<file path="src/rtl/divr_pkg.sv">
package divr_pkg;
    typedef enum logic {
        ST_IDLE = 1'b0,
        ST_RUN  = 1'b1
    } divr_state_e;
endpackage

</file>
<file path="src/rtl/divr_step.sv">
// One restoring iteration: full-width subtract, sign test, restore, shifts.
module divr_step #(
    parameter int WIDTH       = 16,
    parameter bit RESTORE_ADD = 1'b1
) (
    input  logic [2*WIDTH-1:0] rem_i,
    input  logic [2*WIDTH-1:0] dvs_i,
    input  logic [WIDTH-1:0]   quo_i,
    output logic [2*WIDTH-1:0] rem_o,
    output logic [2*WIDTH-1:0] dvs_o,
    output logic [WIDTH-1:0]   quo_o,
    output logic               neg_o
);
    localparam int DW = 2 * WIDTH;

    logic [DW:0]   diff;
    logic [DW-1:0] diff_lo;

    // The extra top bit of the (DW+1)-bit difference carries the sign.
    assign diff    = {1'b0, rem_i} - {1'b0, dvs_i};
    assign diff_lo = diff[DW-1:0];
    assign neg_o   = diff[DW];

    generate
        if (RESTORE_ADD) begin : g_add_back
            // Restore by adding the divisor back onto the written difference.
            assign rem_o = neg_o ? (diff_lo + dvs_i) : diff_lo;
        end else begin : g_keep_old
            // Restore by selecting the unmodified remainder.
            assign rem_o = neg_o ? rem_i : diff_lo;
        end
    endgenerate

    assign quo_o = {quo_i[WIDTH-2:0], ~neg_o};
    assign dvs_o = {1'b0, dvs_i[DW-1:1]};
endmodule

</file>
<file path="src/rtl/divr_seq.sv">
// Iteration sequencer: idle/run state, iteration counter, done and error pulses.
module divr_seq
    import divr_pkg::*;
#(
    parameter int WIDTH = 16
) (
    input  logic clk,
    input  logic rst_n,
    input  logic start,
    input  logic dz_i,
    output logic load_o,
    output logic zero_o,
    output logic iter_o,
    output logic busy_o,
    output logic done_o,
    output logic dz_o
);
    localparam int CW = $clog2(WIDTH + 1);
    localparam logic [CW-1:0] LAST = CW'(WIDTH);

    typedef struct packed {
        divr_state_e   state;
        logic [CW-1:0] cnt;
        logic          done;
        logic          dz;
    } seq_t;

    seq_t seq_d, seq_q;

    always_comb begin
        seq_d      = seq_q;
        seq_d.done = 1'b0;
        seq_d.dz   = 1'b0;
        case (seq_q.state)
            ST_IDLE: begin
                if (start) begin
                    if (dz_i) begin
                        seq_d.done = 1'b1;
                        seq_d.dz   = 1'b1;
                    end else begin
                        seq_d.state = ST_RUN;
                        seq_d.cnt   = '0;
                    end
                end
            end
            default: begin
                if (seq_q.cnt == LAST) begin
                    seq_d.state = ST_IDLE;
                    seq_d.done  = 1'b1;
                end else begin
                    seq_d.cnt = seq_q.cnt + 1'b1;
                end
            end
        endcase
    end

    always_ff @(posedge clk or negedge rst_n) begin
        if (!rst_n) begin
            seq_q <= '{state: ST_IDLE, cnt: '0, done: 1'b0, dz: 1'b0};
        end else begin
            seq_q <= seq_d;
        end
    end

    assign load_o = (seq_q.state == ST_IDLE) && start && !dz_i;
    assign zero_o = (seq_q.state == ST_IDLE) && start && dz_i;
    assign iter_o = (seq_q.state == ST_RUN);
    assign busy_o = (seq_q.state == ST_RUN);
    assign done_o = seq_q.done;
    assign dz_o   = seq_q.dz;

    AST_CNT_BOUND: assert property (@(posedge clk) disable iff (!rst_n)
        seq_q.cnt <= LAST);
    AST_RUN_CONTINUES: assert property (@(posedge clk) disable iff (!rst_n)
        (seq_q.state == ST_RUN && seq_q.cnt != LAST) |=> (seq_q.state == ST_RUN && !seq_q.done));
    AST_DONE_WHEN_IDLE: assert property (@(posedge clk) disable iff (!rst_n)
        seq_q.done |-> (seq_q.state == ST_IDLE));
    AST_BUSY_START_NO_RESTART: assert property (@(posedge clk) disable iff (!rst_n)
        (seq_q.state == ST_RUN && seq_q.cnt != LAST && start) |=> (seq_q.cnt == $past(seq_q.cnt) + 1'b1));
endmodule

</file>
<file path="src/rtl/divr_restoring.sv">
// Top: operand/result registers around the sequencer and one iteration step.
module divr_restoring #(
    parameter int WIDTH       = 16,
    parameter bit RESTORE_ADD = 1'b1
) (
    input  logic             clk,
    input  logic             rst_n,
    input  logic             start,
    input  logic [WIDTH-1:0] dividend,
    input  logic [WIDTH-1:0] divisor,
    output logic             busy,
    output logic             done,
    output logic             div_by_zero,
    output logic [WIDTH-1:0] quotient,
    output logic [WIDTH-1:0] remainder
);
    localparam int DW = 2 * WIDTH;

    typedef struct packed {
        logic [DW-1:0]    rem;
        logic [DW-1:0]    dvs;
        logic [WIDTH-1:0] quo;
    } data_t;

    data_t data_d, data_q;

    logic             load, zero_start, iter, dz_in;
    logic [DW-1:0]    step_rem, step_dvs;
    logic [WIDTH-1:0] step_quo;
    logic             step_neg;

    assign dz_in = (divisor == '0);

    divr_seq #(.WIDTH(WIDTH)) seq_i (
        .clk    (clk),
        .rst_n  (rst_n),
        .start  (start),
        .dz_i   (dz_in),
        .load_o (load),
        .zero_o (zero_start),
        .iter_o (iter),
        .busy_o (busy),
        .done_o (done),
        .dz_o   (div_by_zero)
    );

    divr_step #(.WIDTH(WIDTH), .RESTORE_ADD(RESTORE_ADD)) step_i (
        .rem_i (data_q.rem),
        .dvs_i (data_q.dvs),
        .quo_i (data_q.quo),
        .rem_o (step_rem),
        .dvs_o (step_dvs),
        .quo_o (step_quo),
        .neg_o (step_neg)
    );

    always_comb begin
        data_d = data_q;
        if (load) begin
            data_d.rem = {{WIDTH{1'b0}}, dividend};
            data_d.dvs = {divisor, {WIDTH{1'b0}}};
            data_d.quo = '0;
        end else if (zero_start) begin
            data_d.rem = {{WIDTH{1'b0}}, dividend};
            data_d.quo = '1;
        end else if (iter) begin
            data_d.rem = step_rem;
            data_d.dvs = step_dvs;
            data_d.quo = step_quo;
        end
    end

    always_ff @(posedge clk or negedge rst_n) begin
        if (!rst_n) begin
            data_q <= '0;
        end else begin
            data_q <= data_d;
        end
    end

    assign quotient  = data_q.quo;
    assign remainder = data_q.rem[WIDTH-1:0];

    AST_REM_NONINC: assert property (@(posedge clk) disable iff (!rst_n)
        iter |=> (data_q.rem <= $past(data_q.rem)));
    AST_REM_FITS: assert property (@(posedge clk) disable iff (!rst_n)
        done |-> (data_q.rem[DW-1:WIDTH] == '0));
    AST_ZERO_ONES: assert property (@(posedge clk) disable iff (!rst_n)
        div_by_zero |-> (done && quotient == '1));
    AST_HOLD_IDLE: assert property (@(posedge clk) disable iff (!rst_n)
        (!busy && !start) |=> ($stable(quotient) && $stable(remainder)));
    AST_DONE_PULSE: assert property (@(posedge clk) disable iff (!rst_n)
        (done && !start) |=> !done);
    AST_NO_DONE_BUSY: assert property (@(posedge clk) disable iff (!rst_n)
        busy |-> !done);
endmodule

</file>
<file path="config.mk">
export PLATFORM = sky130hd
export DESIGN_NAME = divr_restoring
export DESIGN_NICKNAME = d
export VERILOG_FILES = /design/src/rtl/divr_pkg.sv /design/src/rtl/divr_step.sv /design/src/rtl/divr_seq.sv /design/src/rtl/divr_restoring.sv
export SDC_FILE = /design/constraint.sdc
export NUM_CORES = 1
export LEC_CHECK = 0
export ABC_AREA = 1
export BUFFER_PORTS_ARGS = -buffer_cell sky130_fd_sc_hd__buf_2
export CORE_UTILIZATION = 35
export CTS_CLUSTER_DIAMETER = 200
export DETAILED_ROUTE_END_ITERATION = 10
export PLACE_DENSITY = 0.56
export SLEW_MARGIN = 15
export SYNTH_ARGS = -nofsm -noshare
export SYNTH_HDL_FRONTEND = slang
export SYNTH_SLANG_ARGS = --single-unit
</file>
<file path="constraint.sdc">
create_clock -name clk -period 6.9 [get_ports clk]
set_input_delay 0 -clock clk [delete_from_list [all_inputs] [get_ports clk]]
set_output_delay 0 -clock clk [all_outputs]
set_load 0.02 [all_outputs]
</file>
# After elaboration in Yosys (flattened, before gate mapping)

Cells that the tools add are included.

Logic and storage cells: 40
Flip-flop bits (word level): 88
Output and inout bits: 35

Add/subtract/negate cells: 3
Bitwise gates (word level): 2
Reductions and logical operators: 10
Muxes and demuxes: 14
Eq/ne operators: 4

Operators by type and width:

| operator            | count |
|---|---|
| $mux 80             | 2 |
| $mux 32             | 3 |
| $sub 32x32->33      | 1 |
| $add 32x32->32      | 1 |
| $logic_not 16->1    | 1 |
| $mux 16             | 1 |
| $mux 8              | 1 |
| $mux 7              | 1 |
| $mux 6              | 1 |
| $ne 2x2->1 const B  | 3 |
| $add 5x1->5 const B | 1 |
| $eq 5x5->1 const B  | 1 |
| $mux 5              | 1 |
| $reduce_bool 2->1   | 2 |
| $logic_and 1x1->1   | 3 |
| $mux 1              | 3 |
| $reduce_and 3->1    | 1 |
| $reduce_bool 3->1   | 1 |
| $mux 2              | 1 |
| $not 1->1           | 2 |
| $reduce_and 2->1    | 1 |
| $logic_not 1->1     | 1 |

# Longest topological paths before layout

Gate-level depths: netlist (run 1).

Depth in word-level cells: 6
Gate-level depth with buffers: 28
Mapped depth without buffers: 28

# By module

Synthesis (run 1) repeated with hierarchy kept, for this count alone.

Cell total of the unflattened synthesis: 1488
Area, all modules: 9429.0 µm²

Modules (own cells, without submodules):

| module         | cells an instance | times used | sequential area each (µm²) | area an instance (µm²) |
|---|---|---|---|---|
| divr_step      | 954               | 1          | 0.0                        | 5133.7 |
| divr_restoring | 480               | 1          | 2001.9                     | 3847.4 |
| divr_seq       | 54                | 1          | 200.2                      | 447.9 |

# Worst setup path before layout (run 1)

OpenSTA, ideal clock, no wires.

Path type: register to register
From: register data_q, in the netlist remainder[0]
To: register data_q[79] in the netlist's numbering
Library setup time: 118 ps
Slack: 3589 ps
Cell stages (with the launch flop): 27
Path buffers: 0
Arrival time: 3193 ps
Cells stage by stage: dfrtp_1 > inv_1 > ha_1 > inv_1 > fa_1 > nand2_1 > nand2_1 > nand3_2 > nand2_2 > nand2_2 > nand2_2 > a21oi_1 > inv_1 > nand2_1 > nand2_1 > ha_1 > nand2_1 > nor2_1 > nand2_1 > nor3_1 > nand2_1 > nand3_1 > nand2_1 > nor2_1 > nand2_1 > nand3_1 > nand2_1

Cells in the longest elaborated chain, start to end: 6

RTL lines:

| what                     | RTL line             | source |
|---|---|---|
| start: declaration       | divr_restoring.sv:25 | `data_t data_d, data_q;` |
| start signal: assignment | divr_restoring.sv:77 | `data_q <= data_d;` |
| $sub 32x32->33 (*)       | divr_step.sv:20      | `assign diff = {1'b0, rem_i} - {1'b0, dvs_i};` |
| $add 32x32->32           | divr_step.sv:27      | `assign rem_o = neg_o ? (diff_lo + dvs_i) : diff_lo;` |
| $mux 32 (*)              | divr_step.sv:27      |  |
| $mux 80 (*)              | divr_restoring.sv:66 | `end else if (iter) begin` |
| $mux 32 (*)              | divr_restoring.sv:63 | `end else if (zero_start) begin` |
| $mux 80 (*)              | divr_restoring.sv:59 | `if (load) begin` |

Mark *: on every way between the ends. The rest lies on a longest branch, timed or not. The select of a mux whose other input is x is not followed.
A chain may end at the register's enable or synchronous reset.

# Final worst setup path (run 1)

From: register data_q, in the netlist remainder[0]
To: register data_q[69] in the netlist's numbering

Same word-level chain as after synthesis.

==> results.sh, run 1 <==
export IMPL_vias_cell=4.98
export IMPL_grt_pass1_wl_um=47300
export IMPL_worst_endpoint_arrival_ns=4.38
export IMPL_timing_slew_headroom=0.505
export IMPL_final_seq_area_um2=2200
export IMPL_detailedPlacementHpwl_um=23600
export IMPL_timing_hold_worst_path_depth=5
export IMPL_dieHeight_um=161
export IMPL_postSynth_topFlopCell="sky130_fd_sc_hd__dfrtp_1"
export IMPL_die_area_um2=25800
export IMPL_reg2reg_depth=25
export IMPL_number_of_enable_type_register_cells_in_the_synthesized_netlist=0
export IMPL_die_w_um=161
export IMPL_routabilityCongestion=0.995
export IMPL_finish_instance_area_um2=9840
export IMPL_grt_max_degree=51
export IMPL_run_status="complete, no violations"
export IMPL_syn_nets=1498
export IMPL_worst_hold_class="in2reg"
export IMPL_fp_row_count=57
export IMPL_fin_nets=1558
export IMPL_yosys_warnings=0
export IMPL_io_pin_count=70
export IMPL_detailroute_via_count=8883
export IMPL_synthToLayoutAreaGrowth_pct=11.7
export IMPL_detail_route_wirelength_um=29700
export IMPL_critical_path_maximum_fanout=5
export IMPL_place_ws_ns=2.85
export IMPL_worstMarginPinSlew_ns=0.740
export IMPL_path_clk_slew_ns=0.08
export IMPL_tritoncts="yes"
export IMPL_finalHoldViolCount=0
export IMPL_drive_above_1_share=0.0904
export IMPL_numCtsBuffers=9
export IMPL_cts_sink_count=88
export IMPL_place_area_um2=9230
export IMPL_worst_clock_skew_ns=0.00881
export IMPL_post_route_worst_setup_slack_ns=2.81
export IMPL_distinct_cell_type_count_after_synthesis=43
export IMPL_critical_path_startpoint_type="flip-flop"
export IMPL_max_clock_freq_mhz=244
export IMPL_cap_violations=0
export IMPL_synth_cell_area_um2=8810
export IMPL_antenna_violations_before_repair=0
export IMPL_report_final_slew_viol_count=0
export IMPL_first_global_vias=8616
export IMPL_timing_worst_setup_path_type="reg2reg"
export IMPL_worst_ep_required_time_ns=7.19
export IMPL_firstDrtPassIters=5
export IMPL_core_um2=24500
export IMPL_yosysTopAreaCellShare=0.250
export IMPL_max_h_tree_level=3
export IMPL_setup_worst_path_end_class="flip-flop"
export IMPL_total_drc_errors_in_the_routed_layout=0
export IMPL_async_flop_share=1.00
export IMPL_drt_antenna_violating_nets=0
export IMPL_buffer_count_from_post_cts_setup_fixing=0
export IMPL_synth_yosys_seq_area_share=0.250
export IMPL_post_synth_cell_area_avg_um2=6.32
export IMPL_clock_tree_root_cell="sky130_fd_sc_hd__clkbuf_16"
export IMPL_place_port_buffers=69
export IMPL_clock_latency_ns=0.36
export IMPL_finalSetupTns_ns=0
export IMPL_floorplan_initialDensity=0.359
export IMPL_shortest_period_the_worst_path_allows_ns=4.09
export IMPL_multi_input_area_um2=5320
export IMPL_antenna_diode_count=0
export IMPL_cell_count_after_synthesis=1395
export IMPL_grt_setup_unrepaired="false"
export IMPL_overflow_after_grt=0
export IMPL_drtIter0Drc=590
export IMPL_clock_path_buffers=2
export IMPL_synthDominantAreaCellType="sky130_fd_sc_hd__dfrtp_1"
export IMPL_yosys_top_cells_area="sky130_fd_sc_hd__dfrtp_1 25%, sky130_fd_sc_hd__nand2_1 19%, sky130_fd_sc_hd__inv_1 10%"
export IMPL_n_fill_cell=2709
export IMPL_routed_wire_length_per_instance_um=16.6
export IMPL_final_period_utilization=0.593
export IMPL_synth_ff_latch_count=88
export IMPL_final_count_of_negative_setup_slack_endpoints=0
export IMPL_groute_usage_overall=0.236
worst max-delay path: stages (launching register included):
cell and delay [ns]:
sky130_fd_sc_hd__dfrtp_1 0.39, sky130_fd_sc_hd__inv_1 0.08, sky130_fd_sc_hd__ha_1 0.21, sky130_fd_sc_hd__inv_1 0.12, sky130_fd_sc_hd__fa_1 0.50, sky130_fd_sc_hd__nand2_1 0.13
sky130_fd_sc_hd__nand2_1 0.09, sky130_fd_sc_hd__nand3_2 0.08, sky130_fd_sc_hd__nand2_2 0.08, sky130_fd_sc_hd__nand2_2 0.09, sky130_fd_sc_hd__nand2_2 0.11, sky130_fd_sc_hd__a21oi_1 0.22
sky130_fd_sc_hd__inv_1 0.06, sky130_fd_sc_hd__nand2_1 0.07, sky130_fd_sc_hd__nand2_1 0.08, sky130_fd_sc_hd__ha_1 0.36, sky130_fd_sc_hd__nand2_1 0.14, sky130_fd_sc_hd__inv_1 0.07
sky130_fd_sc_hd__nand2_1 0.09, sky130_fd_sc_hd__nor3_1 0.33, sky130_fd_sc_hd__o21ai_0 0.25, sky130_fd_sc_hd__nand3_1 0.12, sky130_fd_sc_hd__nand2_1 0.05, sky130_fd_sc_hd__nand3_1 0.08
sky130_fd_sc_hd__nand2_1 0.07, sky130_fd_sc_hd__o21ai_1 0.15
registers in the layout (all words and copies together) (netlist names):
name and cells:
data_q 48, quotient 16, remainder 16, seq_i.seq_q 5, seq_i.busy_o 1, seq_i.done_o 1
seq_i.dz_o 1
cell type report:
cell class                 count  area share
tap                          324      0.0412
multi-input combinational   1007       0.540
clock buffer                   9      0.0229
clock inverter                 7     0.00763
sequential                    88       0.224
inverter                     242      0.0923
timing repair buffer         107      0.0722
cells in the mapped netlist, types with 7 or more instances:
library cell / instances
sky130_fd_sc_hd__nand3_2: 9
sky130_fd_sc_hd__o21bai_1: 16
sky130_fd_sc_hd__a21oi_2: 8
sky130_fd_sc_hd__nand3_1: 107
sky130_fd_sc_hd__a21oi_1: 78
sky130_fd_sc_hd__clkbuf_1: 18
sky130_fd_sc_hd__o21ai_0: 40
sky130_fd_sc_hd__o22ai_1: 14
sky130_fd_sc_hd__buf_4: 32
sky130_fd_sc_hd__a22oi_1: 16
sky130_fd_sc_hd__nor2_1: 105
sky130_fd_sc_hd__nor3_1: 19
sky130_fd_sc_hd__nand2_1: 437
sky130_fd_sc_hd__o21ai_1: 7
sky130_fd_sc_hd__xor2_1: 13
sky130_fd_sc_hd__xnor2_1: 8
sky130_fd_sc_hd__inv_1: 239
sky130_fd_sc_hd__ha_1: 66
sky130_fd_sc_hd__nand2_2: 9
sky130_fd_sc_hd__o221ai_1: 13
sky130_fd_sc_hd__dfrtp_1: 88
sky130_fd_sc_hd__nand4_1: 17
cells by family after synthesis:
kind of cell	Yosys count	synth area share
compound gates	200	0.138
xor+xnor	21	0.0209
fa+ha+maj	68	0.0983
buf+inv	300	0.147
flops	88	0.250
simple gates	718	0.346
path summary, 6_finish.rpt:
check | slack [ns] | end | from
worst max-delay path | 2.81 | data_q[69] | remainder[0]
worst min-delay path | 0.03 | data_q[35] | divisor[3]
worst max register to register | 2.81 | data_q[69] | remainder[0]
worst min register to register | 0.46 | seq_i.seq_q[6] | seq_i.seq_q[6]
max in group asynchronous | 5.66 | seq_i.busy_o | rst_n
min in group asynchronous | 0.18 | remainder[6] | rst_n
repair_timing:
action                                  in CTS  in global routing
endpoints found under the hold margin       72                  0
resized for setup                            0                  0
hold buffers                                31                  0
endpoints found under the setup margin       0                  0
per-layer routing:
| metal | GRT usage | routed length, um | vias to the layer above |
|---|---|---|---|
| met5 | 0 | 0 | - |
| met4 | 0.0736 | 767 | 0 |
| met3 | 0.0238 | 966 | 39 |
| met2 | 0.408 | 14100 | 194 |
| met1 | 0.309 | 13800 | 4094 |
| li1 | - | - | 4556 |
cells in the final DEF (no fill, tap or decap), types with 7 or more instances in the layout:
cell	Yosys	layout
sky130_fd_sc_hd__o221ai_1	13	13
sky130_fd_sc_hd__dfrtp_1	88	87
sky130_fd_sc_hd__a22oi_1	16	16
sky130_fd_sc_hd__ha_1	66	66
sky130_fd_sc_hd__nand2_1	437	437
sky130_fd_sc_hd__o21bai_1	16	16
sky130_fd_sc_hd__nand3_1	107	107
sky130_fd_sc_hd__nor2_1	105	104
sky130_fd_sc_hd__dlygate4sd3_1	0	31
sky130_fd_sc_hd__o21ai_1	7	7
sky130_fd_sc_hd__inv_1	239	239
sky130_fd_sc_hd__nand2_2	9	9
sky130_fd_sc_hd__o21ai_0	40	40
sky130_fd_sc_hd__o22ai_1	14	14
sky130_fd_sc_hd__a21oi_2	8	8
sky130_fd_sc_hd__clkbuf_16	0	9
sky130_fd_sc_hd__buf_4	32	8
sky130_fd_sc_hd__xor2_1	13	13
sky130_fd_sc_hd__buf_2	1	68
sky130_fd_sc_hd__a21oi_1	78	78
sky130_fd_sc_hd__nand3_2	9	9
sky130_fd_sc_hd__nor3_1	19	19
sky130_fd_sc_hd__nand4_1	17	17
sky130_fd_sc_hd__xnor2_1	8	8
through the flow:
| stage | hold WS, ns | std cells | utilization |
|---|---|---|---|
| floorplan | -0.296 | 1395 | - |
| global placement | 0.0507 | 1737 | 0.376 |
| detailed placement | 0.0418 | 1737 | 0.376 |
| CTS | 0.0209 | 1784 | 0.401 |
| global route | 0.0502 | 1784 | 0.401 |
| finish | 0.0271 | 1784 | 0.401 |
Power of run 1 is left out: the tool's default activity adds up to more than one toggle a clock period on the data nets, which glitch-free logic cannot reach.
==> run 2: changes to the inputs <==
--- a/config.mk
+++ b/config.mk
@@ -5,12 +5,12 @@
 export SDC_FILE = /design/constraint.sdc
 export NUM_CORES = 1
 export LEC_CHECK = 0
-export ABC_AREA = 1
+export ABC_AREA = 0
 export BUFFER_PORTS_ARGS = -buffer_cell sky130_fd_sc_hd__buf_2
 export CORE_UTILIZATION = 35
 export CTS_CLUSTER_DIAMETER = 200
 export DETAILED_ROUTE_END_ITERATION = 10
-export PLACE_DENSITY = 0.56
+export PLACE_DENSITY = 0.57
 export SLEW_MARGIN = 15
 export SYNTH_ARGS = -nofsm -noshare
 export SYNTH_HDL_FRONTEND = slang
==> constraint.sdc (replaced) <==
create_clock -name clk -period 4.1 [get_ports clk]
set_input_delay 0 -clock clk [delete_from_list [all_inputs] [get_ports clk]]
set_output_delay 0 -clock clk [all_outputs]
set_load 0.02 [all_outputs]
==> results.sh, run 2 <==
export IMPL_clock_latency_ns=0.37
export IMPL_floorplan_initialDensity=0.361
export IMPL_yosysMostFrequentCell="sky130_fd_sc_hd__nand2_1"
export IMPL_synthToLayoutAreaGrowth_pct=36.0
export IMPL_standard_cell_with_the_maximum_stage_delay_on_the_critical_path="sky130_fd_sc_hd__dfrtp_1"
export IMPL_setup_worst_path_end_class="flip-flop"
export IMPL_max_flop_register="data_q"
export IMPL_die_area_um2=23400
export IMPL_globalRouteMet3Util=0.0303
export IMPL_n_fill_cell=2127
export IMPL_yosys_warnings=0
export IMPL_path_clk_slew_ns=0.07
export IMPL_critical_path_startpoint_type="flip-flop"
export IMPL_run_status="finished, violations left"
export IMPL_number_of_enable_type_register_cells_in_the_synthesized_netlist=0
export IMPL_routabilityCongestion=0.881
export IMPL_drive_above_1_share=0.314
export IMPL_cell_count_after_synthesis=993
export IMPL_antenna_violations_before_repair=0
export IMPL_detailedPlacementHpwl_um=18100
export IMPL_drtIter0Drc=550
export IMPL_post_route_worst_setup_slack_ns=-0.483
export IMPL_first_global_vias=7987
export IMPL_crit_path_max_incr_delay_ns=0.38
export IMPL_timing_critical_path_cells="inv_1 -> ha_2 -> inv_2 -> fa_2 -> a211oi_4 -> nor2_4 -> o21ai_4 -> o21ai_4 -> a21oi_4 -> o211ai_1 -> a21oi_2 -> a31oi_1 -> ha_1 -> and4_1 -> and2_4 -> a32o_1 -> or3_4 -> o2111ai_4 -> nand3_2 -> a21o_1 -> and4_1 -> a211o_1"
export IMPL_vias_cell=5.32
export IMPL_most_frequent_standard_cell_in_the_layout_excluding_fill_and_tap_cells="sky130_fd_sc_hd__buf_4"
export IMPL_firstDrtPassIters=5
export IMPL_timing_slew_headroom=0.329
export IMPL_max_clock_freq_mhz=218
export IMPL_syn_nets=1096
export IMPL_async_flop_share=1.00
export IMPL_io_pin_count=70
export IMPL_finalHoldViolCount=0
export IMPL_synth_yosys_seq_area_share=0.276
export IMPL_overflow_after_grt=0
export IMPL_die_w_um=153
export IMPL_groute_layer_met2_usage=0.354
export IMPL_mostFrequentLayoutCells="217 x sky130_fd_sc_hd__buf_4, 131 x sky130_fd_sc_hd__nand2_1, 87 x sky130_fd_sc_hd__dfrtp_1"
export IMPL_yosysTopAreaCellShare=0.276
export IMPL_distinct_cell_type_count_after_synthesis=79
export IMPL_worst_hold_class="in2reg"
export IMPL_detail_route_wirelength_um=24500
export IMPL_clock_path_buffers=2
export IMPL_drt_antenna_violating_nets=0
export IMPL_shortest_period_the_worst_path_allows_ns=4.58
export IMPL_place_area_um2=9720
export IMPL_final_count_of_negative_setup_slack_endpoints=11
export IMPL_total_drc_errors_in_the_routed_layout=0
export IMPL_synth_ff_latch_count=88
export IMPL_place_port_buffers=69
export IMPL_cap_violations=0
export IMPL_core_um2=22100
export IMPL_numCtsBuffers=9
export IMPL_layout_core_utilization=0.490
export IMPL_tritoncts="yes"
export IMPL_postSynth_topFlopCell="sky130_fd_sc_hd__dfrtp_1"
export IMPL_grtUsageMet1=0.291
export IMPL_fin_nets=1344
export IMPL_grt_max_degree=66
export IMPL_dieHeight_um=153
export IMPL_failed_checks="setup timing"
export IMPL_grt_setup_unrepaired="true"
export IMPL_worst_clock_skew_ns=0.0111
export IMPL_synthDominantAreaCellType="sky130_fd_sc_hd__dfrtp_1"
export IMPL_post_synth_cell_area_avg_um2=8.02
export IMPL_timing_worst_setup_path_type="reg2reg"
export IMPL_largest_register_ffs=48
export IMPL_most_used_layer_global_route="met2"
export IMPL_fp_row_count=54
export IMPL_worstMarginPinSlew_ns=1.00
export IMPL_grt_pass1_wl_um=40600
export IMPL_worst_endpoint_arrival_ns=4.83
export IMPL_finish_instance_area_um2=10800
export IMPL_critical_path_maximum_fanout=3
export IMPL_synth_cell_area_um2=7970
export IMPL_yosys_top_cells_area="sky130_fd_sc_hd__dfrtp_1 28%, sky130_fd_sc_hd__ha_1 10%, sky130_fd_sc_hd__nand2_1 6.3%"
export IMPL_groute_usage_overall=0.215
export IMPL_report_final_slew_viol_count=0
export IMPL_detailroute_via_count=8122
export IMPL_antenna_diode_count=0
export IMPL_layout_cells_non_filler=1526
export IMPL_cts_sink_count=88
export IMPL_clock_tree_root_cell="sky130_fd_sc_hd__clkbuf_16"
export IMPL_worst_ep_required_time_ns=4.35
export IMPL_final_period_utilization=1.12
export IMPL_synth_cells_most_frequent="134 x sky130_fd_sc_hd__nand2_1, 89 x sky130_fd_sc_hd__a21oi_1, 88 x sky130_fd_sc_hd__dfrtp_1"
export IMPL_routed_wire_length_per_instance_um=16.0
export IMPL_dp_cells=1460
export IMPL_max_h_tree_level=3
==> run 2: path summary, 6_finish.rpt <==
kind                                   start  cells past startpoint  slack [ns]           end
worst max-delay path            remainder[0]                     22       -0.48    data_q[79]
worst min-delay path             dividend[2]                      3        0.01  remainder[2]
worst max register to register  remainder[0]                     22       -0.48    data_q[79]
worst min register to register    data_q[66]                      2        0.49    data_q[66]
max in group asynchronous              rst_n                      3        2.90  seq_i.busy_o
min in group asynchronous              rst_n                      2        0.30    data_q[31]
==> run 2: area by class of cell <==
class                      count  area (um^2)  share of cell area
clock buffer                   9          225              0.0208
clock inverter                 7         72.6             0.00670
inverter                      58          218              0.0201
multi-input combinational    766         5450               0.504
sequential                    88         2210               0.204
tap                          280          350              0.0324
timing repair buffer         318         2300               0.213
==> run 2: routing by layer <==
metal / share of wire / up-vias
li1: - / 4055
met5: 0 / -
met2: 0.46 / 187
met1: 0.48 / 3863
met3: 0.043 / 17
met4: 0.014 / 0
==> run 2: timing repair <==
item | CTS | global route
hold buffers | 30 | 0
endpoints found under the setup margin | 13 | 17
pin swaps | 26 | 24
hold endpoints to repair | 93 | 0
gates resized for setup | 29 | 45
setup buffers | 16 | 5
==> run 2: through the flow <==
step / worst slack (ns) / hold WS [ns] / TNS (ns)
2_1_floorplan: -0.529 / -0.296 / -1.75
3_3_place_gp: -0.484 / 0.187 / -2.65
3_5_place_dp: -0.558 / 0.186 / -3.37
4_1_cts: -0.418 / 0.00852 / -1.66
5_1_grt: -0.678 / 0.0292 / -4.62
6_report: -0.483 / 0.0149 / -2.37
==> run 2: critical path: cells and delay by family (launching register included) <==
| family | cells | cell delay [ns] |
|---|---|---|
| simple gates | 6 | 1.07 |
| buf+inv | 2 | 0.11 |
| flops | 1 | 0.38 |
| fa+ha+maj | 3 | 0.87 |
| compound gates | 11 | 2.05 |
==> run 2: logic make-up (layout without fill, tap and decap cells) <==
kind of cell | Yosys count | in the layout | synth area share
buf+inv | 139 | 392 | 0.0855
fa+ha+maj | 68 | 68 | 0.109
compound gates | 333 | 333 | 0.283
flops | 88 | 88 | 0.276
xor+xnor | 42 | 42 | 0.0462
mux | 8 | 8 | 0.0101
simple gates | 315 | 315 | 0.190
Power of run 2 is left out for the same reason.
